--- src/rtl/fmul_pkg.sv ---
package fmul_pkg;

   // Comparator steering state: advance (raise frequency) / retard (lower it)
   typedef struct packed {
      logic adv;
      logic ret;
   } steer_t;

   function automatic int unsigned max_u(input int unsigned a, input int unsigned b);
      return (a > b) ? a : b;
   endfunction

endpackage

--- src/rtl/fmul_pfd.sv ---
module fmul_pfd
   import fmul_pkg::*;
#(
   parameter int unsigned SYNC_STAGES = 2
) (
   input  logic   clk,
   input  logic   rst,
   input  logic   ref_in,
   input  logic   fb_pulse,
   output logic   ref_edge,
   output steer_t steer
);

   logic [SYNC_STAGES-1:0] sync_q;
   logic                   prev_q;
   logic                   adv_q, ret_q;
   logic                   adv_n, ret_n;

   // synchronizer chain, one flop per stage
   for (genvar g = 0; g < SYNC_STAGES; g++) begin : g_sync
      if (g == 0) begin : g_first
         always_ff @(posedge clk) begin
            if (rst) sync_q[0] <= 1'b0;
            else     sync_q[0] <= ref_in;
         end
      end else begin : g_next
         always_ff @(posedge clk) begin
            if (rst) sync_q[g] <= 1'b0;
            else     sync_q[g] <= sync_q[g-1];
         end
      end
   end

   always_ff @(posedge clk) begin
      if (rst) prev_q <= 1'b0;
      else     prev_q <= sync_q[SYNC_STAGES-1];
   end

   assign ref_edge = sync_q[SYNC_STAGES-1] & ~prev_q;

   always_comb begin
      adv_n = adv_q | ref_edge;
      ret_n = ret_q | fb_pulse;
      if (adv_n && ret_n) begin
         adv_n = 1'b0;
         ret_n = 1'b0;
      end
   end

   always_ff @(posedge clk) begin
      if (rst) begin
         adv_q <= 1'b0;
         ret_q <= 1'b0;
      end else begin
         adv_q <= adv_n;
         ret_q <= ret_n;
      end
   end

   assign steer.adv = adv_q;
   assign steer.ret = ret_q;

endmodule

--- src/rtl/fmul_tune.sv ---
module fmul_tune
   import fmul_pkg::*;
#(
   parameter int unsigned TUNE_W    = 20,
   parameter int unsigned IG_W      = 5,
   parameter int unsigned TUNE_MIN  = 16,
   parameter int unsigned TUNE_MAX  = 1024,
   parameter int unsigned TUNE_INIT = 256
) (
   input  logic              clk,
   input  logic              rst,
   input  steer_t            steer,
   input  logic [IG_W-1:0]   i_gain,
   output logic [TUNE_W-1:0] tune
);

   localparam logic [TUNE_W:0] LIM_LO = (TUNE_W+1)'(TUNE_MIN);
   localparam logic [TUNE_W:0] LIM_HI = (TUNE_W+1)'(TUNE_MAX);

   logic [TUNE_W-1:0] tune_q, tune_n;
   logic [TUNE_W:0]   step_w, cur_w, sum_w, floor_w;

   always_comb begin
      step_w  = (TUNE_W+1)'(1) << i_gain;
      cur_w   = {1'b0, tune_q};
      sum_w   = cur_w + step_w;
      floor_w = LIM_LO + step_w;
      tune_n  = tune_q;
      if (steer.adv && !steer.ret) begin
         tune_n = (sum_w > LIM_HI) ? LIM_HI[TUNE_W-1:0] : sum_w[TUNE_W-1:0];
      end else if (steer.ret && !steer.adv) begin
         tune_n = (cur_w < floor_w) ? LIM_LO[TUNE_W-1:0] : tune_q - step_w[TUNE_W-1:0];
      end
   end

   always_ff @(posedge clk) begin
      if (rst) tune_q <= TUNE_W'(TUNE_INIT);
      else     tune_q <= tune_n;
   end

   assign tune = tune_q;

endmodule

--- src/rtl/fmul_nco.sv ---
module fmul_nco
   import fmul_pkg::*;
#(
   parameter int unsigned ACC_W     = 16,
   parameter int unsigned TUNE_FRAC = 4,
   parameter int unsigned PG_W      = 4
) (
   input  logic                        clk,
   input  logic                        rst,
   input  logic [ACC_W+TUNE_FRAC-1:0]  tune,
   input  steer_t                      steer,
   input  logic [PG_W-1:0]             p_gain,
   output logic                        mult_en,
   output logic                        sq_out
);

   localparam int unsigned    WW       = ACC_W + 2;
   localparam logic [WW-1:0]  INC_CEIL = WW'((64'd1 << (ACC_W-1)) - 64'd1);

   logic [ACC_W-1:0] acc_q;
   logic [ACC_W-1:0] inc;
   logic [ACC_W:0]   acc_sum;
   logic [WW-1:0]    base_w, kick_w, raw_w;
   logic             en_q, sq_q;

   always_comb begin
      base_w = {2'b00, tune[ACC_W+TUNE_FRAC-1:TUNE_FRAC]};
      kick_w = WW'(1) << p_gain;
      raw_w  = base_w;
      if (steer.adv && !steer.ret)      raw_w = base_w + kick_w;
      else if (steer.ret && !steer.adv) raw_w = (base_w < kick_w) ? '0 : base_w - kick_w;
      inc     = (raw_w > INC_CEIL) ? INC_CEIL[ACC_W-1:0] : raw_w[ACC_W-1:0];
      acc_sum = {1'b0, acc_q} + {1'b0, inc};
   end

   always_ff @(posedge clk) begin
      if (rst) begin
         acc_q <= '0;
         en_q  <= 1'b0;
         sq_q  <= 1'b0;
      end else begin
         acc_q <= acc_sum[ACC_W-1:0];
         en_q  <= acc_sum[ACC_W];
         sq_q  <= sq_q ^ acc_sum[ACC_W];
      end
   end

   assign mult_en = en_q;
   assign sq_out  = sq_q;

endmodule

--- src/rtl/fmul_fbdiv.sv ---
module fmul_fbdiv
   import fmul_pkg::*;
#(
   parameter int unsigned DIV_A = 3,
   parameter int unsigned DIV_B = 6
) (
   input  logic clk,
   input  logic rst,
   input  logic tick,
   input  logic sel,
   output logic fb_pulse
);

   localparam int unsigned CNT_W = $clog2(max_u(DIV_A, DIV_B));

   logic [CNT_W-1:0] cnt_q;
   logic [CNT_W-1:0] last;
   logic             wrap;

   assign last     = sel ? CNT_W'(DIV_B - 1) : CNT_W'(DIV_A - 1);
   assign wrap     = (cnt_q >= last);
   assign fb_pulse = tick & wrap;

   always_ff @(posedge clk) begin
      if (rst)       cnt_q <= '0;
      else if (tick) cnt_q <= wrap ? '0 : cnt_q + 1'b1;
   end

endmodule

--- src/rtl/fmul_lockdet.sv ---
module fmul_lockdet
   import fmul_pkg::*;
#(
   parameter int unsigned LOCK_PERIODS = 16,
   parameter int unsigned GLITCH_MAX   = 2
) (
   input  logic   clk,
   input  logic   rst,
   input  steer_t steer,
   input  logic   ref_edge,
   output logic   locked
);

   localparam int unsigned RUN_W = $clog2(GLITCH_MAX + 2);
   localparam int unsigned CNT_W = $clog2(LOCK_PERIODS + 1);
   localparam logic [RUN_W-1:0] RUN_TOP = RUN_W'(GLITCH_MAX + 1);

   logic [RUN_W-1:0] run_q, run_n;
   logic [CNT_W-1:0] cnt_q;
   logic             bad_q, bad_now, lock_q;

   always_comb begin
      if (!(steer.adv || steer.ret)) run_n = '0;
      else if (run_q == RUN_TOP)     run_n = run_q;
      else                           run_n = run_q + 1'b1;
      bad_now = bad_q | (run_n > RUN_W'(GLITCH_MAX));
   end

   always_ff @(posedge clk) begin
      if (rst) begin
         run_q  <= '0;
         bad_q  <= 1'b0;
         cnt_q  <= '0;
         lock_q <= 1'b0;
      end else begin
         run_q <= run_n;
         if (ref_edge) begin
            bad_q <= 1'b0;
            if (bad_now) begin
               cnt_q  <= '0;
               lock_q <= 1'b0;
            end else begin
               if (cnt_q < CNT_W'(LOCK_PERIODS)) cnt_q <= cnt_q + 1'b1;
               lock_q <= ({1'b0, cnt_q} + 1'b1) >= (CNT_W+1)'(LOCK_PERIODS);
            end
         end else begin
            bad_q <= bad_now;
         end
      end
   end

   assign locked = lock_q;

endmodule

--- src/rtl/fmul_loop.sv ---
module fmul_loop
   import fmul_pkg::*;
#(
   parameter int unsigned ACC_W         = 16,
   parameter int unsigned TUNE_FRAC     = 4,
   parameter int unsigned TUNE_MIN_INT  = 64,
   parameter int unsigned TUNE_MAX_INT  = 8192,
   parameter int unsigned TUNE_INIT_INT = 1024,
   parameter int unsigned SYNC_STAGES   = 2,
   parameter int unsigned DIV_A         = 3,
   parameter int unsigned DIV_B         = 6,
   parameter int unsigned LOCK_PERIODS  = 16,
   parameter int unsigned GLITCH_MAX    = 2,
   localparam int unsigned TUNE_W       = ACC_W + TUNE_FRAC,
   localparam int unsigned IG_W         = $clog2(TUNE_W),
   localparam int unsigned PG_W         = $clog2(ACC_W)
) (
   input  logic            clk,
   input  logic            rst,
   input  logic            ref_in,
   input  logic            div_sel,
   input  logic [IG_W-1:0] i_gain,
   input  logic [PG_W-1:0] p_gain,
   output logic            mult_en,
   output logic            sq_out,
   output logic            locked
);

   localparam int unsigned TUNE_MIN  = TUNE_MIN_INT  << TUNE_FRAC;
   localparam int unsigned TUNE_MAX  = TUNE_MAX_INT  << TUNE_FRAC;
   localparam int unsigned TUNE_INIT = TUNE_INIT_INT << TUNE_FRAC;

   // elaboration-time parameter checks
   if (SYNC_STAGES < 2) begin : g_bad_sync
      $error("fmul_loop: SYNC_STAGES must be at least 2");
   end
   if (ACC_W < 4 || TUNE_W > 30) begin : g_bad_width
      $error("fmul_loop: ACC_W/TUNE_FRAC out of range");
   end
   if (!(TUNE_MIN_INT <= TUNE_INIT_INT && TUNE_INIT_INT <= TUNE_MAX_INT)) begin : g_bad_order
      $error("fmul_loop: tuning limits must bracket the start value");
   end
   if (TUNE_MAX_INT >= (1 << ACC_W)) begin : g_bad_max
      $error("fmul_loop: TUNE_MAX_INT exceeds accumulator range");
   end
   if (DIV_A < 2 || DIV_B < 2) begin : g_bad_div
      $error("fmul_loop: feedback ratios must be at least 2");
   end
   if (LOCK_PERIODS < 1) begin : g_bad_lock
      $error("fmul_loop: LOCK_PERIODS must be at least 1");
   end

   steer_t            steer;
   logic              ref_edge;
   logic              fb_pulse;
   logic [TUNE_W-1:0] tune;

   fmul_pfd #(.SYNC_STAGES(SYNC_STAGES)) u_pfd (
      .clk      (clk),
      .rst      (rst),
      .ref_in   (ref_in),
      .fb_pulse (fb_pulse),
      .ref_edge (ref_edge),
      .steer    (steer)
   );

   fmul_tune #(
      .TUNE_W    (TUNE_W),
      .IG_W      (IG_W),
      .TUNE_MIN  (TUNE_MIN),
      .TUNE_MAX  (TUNE_MAX),
      .TUNE_INIT (TUNE_INIT)
   ) u_tune (
      .clk    (clk),
      .rst    (rst),
      .steer  (steer),
      .i_gain (i_gain),
      .tune   (tune)
   );

   fmul_nco #(
      .ACC_W     (ACC_W),
      .TUNE_FRAC (TUNE_FRAC),
      .PG_W      (PG_W)
   ) u_nco (
      .clk     (clk),
      .rst     (rst),
      .tune    (tune),
      .steer   (steer),
      .p_gain  (p_gain),
      .mult_en (mult_en),
      .sq_out  (sq_out)
   );

   fmul_fbdiv #(.DIV_A(DIV_A), .DIV_B(DIV_B)) u_fbdiv (
      .clk      (clk),
      .rst      (rst),
      .tick     (mult_en),
      .sel      (div_sel),
      .fb_pulse (fb_pulse)
   );

   fmul_lockdet #(
      .LOCK_PERIODS (LOCK_PERIODS),
      .GLITCH_MAX   (GLITCH_MAX)
   ) u_lock (
      .clk      (clk),
      .rst      (rst),
      .steer    (steer),
      .ref_edge (ref_edge),
      .locked   (locked)
   );

endmodule

--- config.mk ---
export PLATFORM = sky130hd
export DESIGN_NAME = fmul_loop
export DESIGN_NICKNAME = d
export VERILOG_FILES = /design/src/rtl/fmul_pkg.sv /design/src/rtl/fmul_pfd.sv /design/src/rtl/fmul_tune.sv /design/src/rtl/fmul_nco.sv /design/src/rtl/fmul_fbdiv.sv /design/src/rtl/fmul_lockdet.sv /design/src/rtl/fmul_loop.sv
export SDC_FILE = /design/constraint.sdc
export NUM_CORES = 1
export LEC_CHECK = 0
export CAP_MARGIN = 20
export CORE_AREA = 4 4 144 146
export CTS_BUF_LIST = sky130_fd_sc_hd__clkbuf_16
export CTS_CLUSTER_SIZE = 20
export DETAILED_ROUTE_END_ITERATION = 8
export DIE_AREA = 0 0 148 150
export SLEW_MARGIN = 20
export SYNTH_ARGS = -nofsm -noshare
export SYNTH_HDL_FRONTEND = slang
export SYNTH_HIERARCHICAL = 1
export SYNTH_SLANG_ARGS = --single-unit
--- constraint.sdc ---
create_clock -name clk -period 14.7 [get_ports clk]
set_clock_uncertainty 0.2 [all_clocks]
set_input_delay 2.94 -clock clk [delete_from_list [all_inputs] [get_ports clk]]
set_output_delay 2.94 -clock clk [all_outputs]
set_load 0.02 [all_outputs]
======== Yosys cells after proc, flatten, opt, wreduce, memory -nomap -nowiden ========
Index checks and enable logic that the tools add are counted.
operators by class
  shift operators ......................... 2
  reductions and logical operators ........ 11
  bitwise logic cells ..................... 7
  muxes and demuxes ....................... 15
  magnitude comparators ................... 8
  add/subtract/negate cells ............... 10
  equal/unequal tests ..................... 1
operator list
  kind                                                                                 count
  20-bit two-way mux                                                                   4
  18-bit two-way mux                                                                   3
  11-bit by 21-bit adder with 21-bit output, first input constant                      1
  20-bit by 21-bit adder with 21-bit output                                            1
  21-bit by 18-bit > comparator with 1-bit output, second input constant               1
  20-bit by 21-bit < comparator with 1-bit output                                      1
  1-bit by 5-bit left shift with 21-bit output, first input constant                   1
  20-bit subtractor                                                                    1
  16-bit by 18-bit adder with 18-bit output                                            1
  18-bit by 15-bit > comparator with 1-bit output, second input constant               1
  16-bit by 18-bit < comparator with 1-bit output                                      1
  1-bit by 4-bit left shift with 18-bit output, first input constant                   1
  16-bit by 18-bit subtractor with 18-bit output                                       1
  16-bit by 16-bit adder with 17-bit output                                            1
  16-bit two-way mux                                                                   1
  5-bit two-way mux                                                                    2
  5-bit by 1-bit adder with 6-bit output, second input constant                        1
  6-bit by 5-bit greater-or-equal comparator with 1-bit output, second input constant  1
  3-bit two-way mux                                                                    2
  5-bit by 1-bit adder with 5-bit output, second input constant                        1
  5-bit < comparator, second input constant                                            1
  2-bit two-way mux                                                                    2
  2-bit nonzero test                                                                   2
  2-bit OR reduction                                                                   2
  14 further kinds                                                                     20
storage, ports and cells
  register bits after elaboration ......... 55
  word-level logic and storage cells ...... 68
  output and inout bits ................... 3
  input bits .............................. 13

======== Longest topological paths before layout ========
Gate-level depths: netlist of the first run.
  depth after elaboration ................. 9
  depth in mapped cells ................... 23
  depth with buffers taken out ............ 23

======== Cells and area by module ========
The synthesis of the first run kept the hierarchy.
modules (own cells, without submodules)
  module        area each (µm²)  instances  cells each  seq. area each (µm²)
  fmul_tune     3527.1           1          485         400.4
  fmul_nco      3274.4           1          418         360.3
  fmul_lockdet  449.2            1          46          180.2
  fmul_fbdiv    227.7            1          25          60.1
  fmul_pfd      190.2            1          15          100.1

======== Worst setup path before layout of the first run ========
No wires, ideal clock.
  path kind ............................... input port to flip-flop
  from .................................... in p_gain[1]
  to ...................................... reg u_nco.sq_q (netlist: u_nco/sq_out)
  library setup time ...................... 0.128 ns
  slack ................................... 7.273 ns
  arrival time ............................ 7.100 ns
  path buffers ............................ 0
  stages on the path ...................... 23
  data required time ...................... 14.372 ns
  path through ............................ nor4_1 > ha_1 > inv_1 > fa_1 > a211o_1 > o211ai_1 > a21oi_2 > a31oi_2 > o21ai_1 > or2_1 > nand3_4 > o221ai_1 > ha_1 > inv_1 > fa_1 > nor2b_4 > o31a_1 > o211ai_2 > a31oi_1 > a221o_1 > a21oi_2 > xor2_1 > nor2_1
between the ends
  longest elaborated chain between the ends .. 9
  elaborated cells between the ends (all ways) .. 11
  those cells by class .................... add/sub: 3; order compare: 2; shift: 1; mux: 4; bitwise: 1
ends and longest elaborated chain
  what                                                                                                                      RTL line         RTL
  from (decl)                                                                                                               fmul_loop.sv:23  input logic [PG_W-1:0] p_gain,
  1-bit by 4-bit left shift with 18-bit output *                                                                            fmul_nco.sv:28   kick_w = WW'(1) << p_gain;
  16-bit by 18-bit subtractor with 18-bit output / 16-bit by 18-bit < comparator with 1-bit output (equally long branches)  fmul_nco.sv:31   else if (steer.ret && !steer.adv) raw_w = (base_w < kick_w) ? '0 : base_w - kick_w;
  18-bit two-way mux (2 in series)                                                                                          fmul_nco.sv:31
  18-bit two-way mux *                                                                                                      fmul_nco.sv:30   if (steer.adv && !steer.ret) raw_w = base_w + kick_w;
  18-bit by 15-bit > comparator with 1-bit output                                                                           fmul_nco.sv:32   inc = (raw_w > INC_CEIL) ? INC_CEIL[ACC_W-1:0] : raw_w[ACC_W-1:0];
  16-bit two-way mux *                                                                                                      fmul_nco.sv:32
  16-bit by 16-bit adder with 17-bit output *                                                                               fmul_nco.sv:33   acc_sum = {1'b0, acc_q} + {1'b0, inc};
  1-bit bitwise XOR *                                                                                                       fmul_nco.sv:44   sq_q <= sq_q ^ acc_sum[ACC_W];
  to (signal assigned)                                                                                                      fmul_nco.sv:44
  to (decl)                                                                                                                 fmul_nco.sv:24   logic en_q, sq_q;
Mark *: on every way between the ends. The rest lies on a longest branch, timed or not.
A chain may end at the register's enable or synchronous reset.

======== Final worst setup path of the first run ========
Same ends and word-level chain as after synthesis.

==> impl_results.md, run 1 <==
- Count of buffers from port buffering: 15
- Post-synthesis sequential area ratio: 14.4%
- Largest net degree at the start of global routing: 63
- Worst-path clk slew: 0.08 ns
- Initial core utilization: 39.5%
- Yosys top cell by area: ha_1
- Area delta synth->final: 5.56%
- Top post-synthesis cells by count: 107 x ha_1, 81 x inv_1, 80 x a21oi_1
- Multi-input logic area: 0.00602 mm^2
- CP Capture Type: flop
- Inserted Diodes: 0
- Final Critical Period: 8.72 ns
- HP Class: flop to flop
- Area share of the largest cell type after synthesis: 17.5%
- Worst IR Drop VDD: 0.0455 mV
- Routed WL: 20800 um
- Register bit total from synthesis: 55
- Worst path slowest cell: nor4_1
- Vias/cell: 5.62
- Crit-path cells: clkdlybuf4s50_1 > nor4_1 > ha_1 > inv_1 > fa_1 > a211o_1 > o211ai_1 > a21oi_2 > a31oi_2 > o21ai_1 > or2_1 > nand3_4 > o221ai_1 > ha_1 > inv_1 > fa_1 > nor2b_4 > o31a_1 > o211ai_2 > a31oi_1 > a221o_1 > a21oi_2 > xor2_1 > nor2_1
- Seq. cell area: 0.00110 mm^2
- Pwr dens: 86.8 mW/mm^2
- Fmax: 115 MHz
- Bufs and invs on worst path: 3
- Layout cells sized above 1: 8.72%
- Inserted Clock Buffers: 5
- CTS-repair resized insts: 0
- Post-DP HPWL: 16000 um
- Max-Cap Viols: 0
- Final-stage net count: 1099
- Remaining antenna violation count: 0
- Crit path max fanout: 16
- I/O pin count: 16
- Post-synthesis average cell area: 7.75 um^2
- CTS tree: yes
- Ys async rst share: 0%
- GRT Total Usage: 18.7%
- DR WL/cell: 16.7 um
- Worst-margin pin slew: 0.780 ns
- Post-synth net total: 1114
- Setup TNS: 0 ns
- Gate Count Post-Synth: 989
- Worst path max stage delay: 0.62 ns
- Worst-Skew Late Latency: 0.31 ns
- DR vias: 6966
- CP delay by family, top: compound AO/OA/AOI/OAI gates
- RSZ-0062 raised after global routing: no
- Status: finished, final reports clean
- Leak Pwr: 3.59 nW
- Ys flop type: dfxtp_1
- Max-slew violation count: 0
- Setup bufs post-CTS: 0
- Post-synth EDFFs: 0
- Most frequent cell after synthesis: ha_1
- Crit share post-route: 59.4%
- Row count: 51
- Tightest slew margin relative to the limit: 47.6%
- # setup viols final: 0
- Die width: 148 um
- Fill cells: 1998
- Clk sinks: 55
- Crit path DAT: 8.70 ns
- CTS Buffer Depth: 2
- Top post-synthesis cells by area: ha_1 17%, dfxtp_1 14%, xnor2_1 5.4%, a21oi_1 5.2%, inv_1 4.0%
- DRC viols: 0
- Mapped cell area: 0.00767 mm^2
- Iter 0 DRT Violations: 591
- WS Path Type: input port to flop
- Die Height: 150 um
- Layout Utilization: 41.7%
- Root Buffer: clkbuf_16
- Drt pass-1 iters: 5
- Total global routing overflow: 0
- Final hold vios: 0
- Non-filler cells, final: 1240
- Distinct cell type count after synthesis: 103
- Worst hold slack: 0.257 ns
- Vias in the first global route: 6602
- Startpoint types: input port
- RD Place Congestion: 0.878
- First-pass GRT wire length: 33900 um
- Initial antenna violation count: 0
- WP data required: 14.67 ns
- Placed insts: 1232
- Core Area: 0.0194 mm^2
- Yosys warning total: 6
- Die Area: 0.0222 mm^2
- # hold bufs at CTS: 0
- Htree depth: 2
## power by group
group	internal [W]	switching (W)
registers	0.000172	0.0000201
logic	0.000161	0.000225
clock network	0.0000642	0.0000606
## kinds of logic (layout without fill, tap and decap cells)
kind of cell | after synthesis | count (layout) | synth area share, %
AND/OR/NAND/NOR | 337 | 337 | 23.6
AO/OA/AOI/OAI | 289 | 289 | 28.2
buffers and inverters | 128 | 114 | 7.20
adder cells (fa/ha/maj) | 112 | 112 | 18.8
XOR/XNOR | 65 | 65 | 7.52
flip-flops | 55 | 55 | 14.4
multiplexers | 2 | 2 | 0.261
other | 1 | 1 | 0.0489
## state kept, by name, indices dropped and copies added, names as in the netlist, 2 cells and up
register,cells
u_lock/run_q,2
u_nco/acc_q,16
u_tune/tune,20
u_pfd/sync_q,2
u_lock/cnt_q,5
u_fbdiv/cnt_q,3
## final cells by class
type / count / share of cell area (%)
Sequential cell: 55 / 13.6
Clock inverter: 3 / 0.294
Clock buffer: 5 / 1.55
Tap cell: 265 / 4.10
Timing Repair Buffer: 18 / 2.07
Multi-Input combinational cell: 806 / 74.3
Inverter: 88 / 4.08
## layer usage
| metal | GRT usage (%) | part of all wire, % |
|---|---|---|
| met2 | 31.8 | 47 |
| met1 | 25.4 | 47 |
| met5 | 0 | 0 |
| met4 | 4.62 | 1.7 |
| met3 | 1.91 | 4.0 |
## through the flow
step / total power (W) / worst slack [ns] / instance area, um^2
2_1_floorplan: 0.000496 / 7.27 / 7670
3_3_place_gp: 0.000574 / 5.83 / 7950
3_5_place_dp: 0.000574 / 5.67 / 7950
4_1_cts: 0.000704 / 5.98 / 8100
5_1_grt: 0.000759 / 5.64 / 8100
6_report: 0.000703 / 5.98 / 8100
## layout by cell type (no fill, tap or decap), types with 9 or more instances in the layout
| cell | instances |
|---|---|
| o21a_1 | 13 |
| a21o_1 | 14 |
| xor2_1 | 17 |
| ha_1 | 107 |
| a221oi_1 | 13 |
| clkdlybuf4s50_1 | 14 |
| o21ai_0 | 28 |
| dfxtp_1 | 55 |
| o22ai_1 | 12 |
| o31ai_1 | 11 |
| nand3_1 | 29 |
| nand2_1 | 64 |
| a21oi_1 | 80 |
| xnor2_1 | 47 |
| nand2b_1 | 20 |
| nor2_1 | 77 |
| nor2b_1 | 35 |
| and3_1 | 9 |
| inv_1 | 81 |
| nor3_1 | 29 |
## worst paths after layout
kind,startpoint,end,slack (ns),depth (start not counted)
worst max-delay path,p_gain[1],u_nco/sq_out,5.98,24
worst min-delay path,u_pfd/sync_q[0],u_pfd/sync_q[1],0.26,1
worst max register to register,u_tune/tune[4],u_nco/sq_out,9.33,23
worst min register to register,u_pfd/sync_q[0],u_pfd/sync_q[1],0.26,1
No activity file was read; power rests on OpenSTA's default activity.
==> run 2: changes to the inputs <==
==> constraint.sdc (replaced) <==
create_clock -name clk -period 8.52 [get_ports clk]
set_clock_uncertainty 0.2 [all_clocks]
set_input_delay 1.704 -clock clk [delete_from_list [all_inputs] [get_ports clk]]
set_output_delay 1.704 -clock clk [all_outputs]
set_load 0.02 [all_outputs]
==> run 2 against run 1 <==
Routed wire length down 1.6%; sequential power up 72%; critical path type unchanged; largest power group unchanged; final area up 0.22%; sequential share of layout area about the same; via count up 0.56%; combinational power up 73%; worst setup slack worse by 5.0 ns; power up 74%; first-iteration DRC count down 25%; highest routed layer unchanged.
==> impl_results.md, run 2 (same netlist as run 1, synthesis figures left out) <==
- Routed WL: 20400 um
- First-pass GRT wire length: 33000 um
- Core Area: 0.0194 mm^2
- RSZ-0062 raised after global routing: no
- Most frequent cells in the layout: 107 x ha_1, 81 x inv_1, 80 x a21oi_1
- Post-DP Area: 0.00795 mm^2
- Worst IR Drop VDD: 0.0850 mV
- Row count: 51
- Setup TNS: 0 ns
- Worst hold slack: 0.249 ns
- Leak Pwr: 3.60 nW
- CP Capture Type: flop
- Die Area: 0.0222 mm^2
- Vias/cell: 5.64
- GRT Total Usage: 18.1%
- WP data required: 8.49 ns
- Initial core utilization: 39.5%
- Crit path max fanout: 16
- Post-DP HPWL: 15700 um
- Crit share post-route: 88.0%
- DR vias: 7005
- RD Place Congestion: 0.875
- Max reg flops: 20
- Count of buffers from port buffering: 15
- Seq. cell area: 0.00110 mm^2
- Worst-path clk slew: 0.08 ns
- Total global routing overflow: 0
- Setup bufs post-CTS: 0
- DRC viols: 0
- Post-layout total power: 0.00122 W
- Inserted Clock Buffers: 5
- Final hold vios: 0
- Area delta synth->final: 5.79%
- Fmax: 133 MHz
- Worst-Skew Late Latency: 0.31 ns
- Htree depth: 2
- Vias in the first global route: 6461
- CTS-repair resized insts: 0
- Inserted Diodes: 0
- Final Critical Period: 7.50 ns
- Iter 0 DRT Violations: 446
- Initial antenna violation count: 0
- Multi-input logic area: 0.00602 mm^2
- Drt pass-1 iters: 5
- Pwr dens: 151 mW/mm^2
- CTS Buffer Depth: 2
- Layout Utilization: 41.8%
- DR WL/cell: 16.5 um
- Die width: 148 um
- CTS tree: yes
- Worst-margin pin slew: 0.814 ns
- # hold bufs at CTS: 0
- Root Buffer: clkbuf_16
- Max-Cap Viols: 0
- HP Class: flop to flop
- Fill cells: 2013
- Largest net degree at the start of global routing: 63
- WS Path Type: input port to flop
- Crit path DAT: 7.47 ns
- Max-slew violation count: 0
- # setup viols final: 0
- Fin area: 0.00811 mm^2
- I/O pin count: 16
- Layout cells sized above 1: 8.81%
- Clk sinks: 55
- Commonest non-fill, non-tap cell in the layout: ha_1
- Tightest slew margin relative to the limit: 45.4%
- Final-stage net count: 1100
- Status: finished, final reports clean
- Die Height: 150 um
- Startpoint types: input port
- Remaining antenna violation count: 0
[run 2: cell count changes in the layout (fill, tap and decap cells not counted), sizes merged]
| cell | delta |
|---|---|
| inv | +1 |
| clkinvlp | -1 |
| buf | +1 |
[run 2: stage by stage]
stage,worst slack [ns],cells
finish,1.02,1241
global route,0.730,1241
CTS,1.08,1241
detailed placement,0.779,1233
global placement,0.878,1233
floorplan,2.33,989
[run 2: path summary, 6_finish.rpt]
| check | cells after the start | startpoint | slack [ns] | to |
|---|---|---|---|---|
| setup / recovery | 24 | p_gain[1] | 1.02 | u_nco/sq_out |
| hold / removal | 1 | u_pfd/sync_q[0] | 0.25 | u_pfd/sync_q[1] |
| setup reg to reg | 23 | u_tune/tune[4] | 3.08 | u_nco/sq_out |
| hold reg to reg | 1 | u_pfd/sync_q[0] | 0.25 | u_pfd/sync_q[1] |
[run 2: layout make-up]
class / count / area share (%)
clock inverters: 3 / 0.416
repair buffers: 19 / 2.16
inverters: 88 / 4.07
clock buffers: 5 / 1.54
multi-input cells: 806 / 74.2
well taps: 265 / 4.09
flip-flops and latches: 55 / 13.6
[run 2: critical path, stage by stage]
cell and delay [ns]:
clkdlybuf4s50_1 0.52, nor4_1 0.56, ha_1 0.27, inv_1 0.06
fa_1 0.42, a211o_1 0.27, o211ai_1 0.13, a21oi_2 0.14
a31oi_2 0.23, o21ai_1 0.32, or2_1 0.37, nand3_4 0.24
o221ai_1 0.18, ha_1 0.24, inv_1 0.07, fa_1 0.22
nor2b_4 0.06, o31a_1 0.30, o211ai_2 0.24, a31oi_1 0.17
a221o_1 0.36, a21oi_2 0.17, xor2_1 0.16, nor2_1 0.05
[run 2: where the power goes]
part / internal, W / switching (W)
Clock: 0.000114 / 0.000112
Sequential: 0.000297 / 0.0000338
Combinational: 0.000277 / 0.000390
[run 2: per-layer routing]
layer | vias up | track usage, % | routed length (um)
li1 | 3537 | - | -
met1 | 3301 | 24.3 | 9690
met2 | 147 | 31.3 | 9690
met3 | 20 | 1.79 | 778
met4 | 0 | 4.53 | 283
met5 | - | 0 | 0
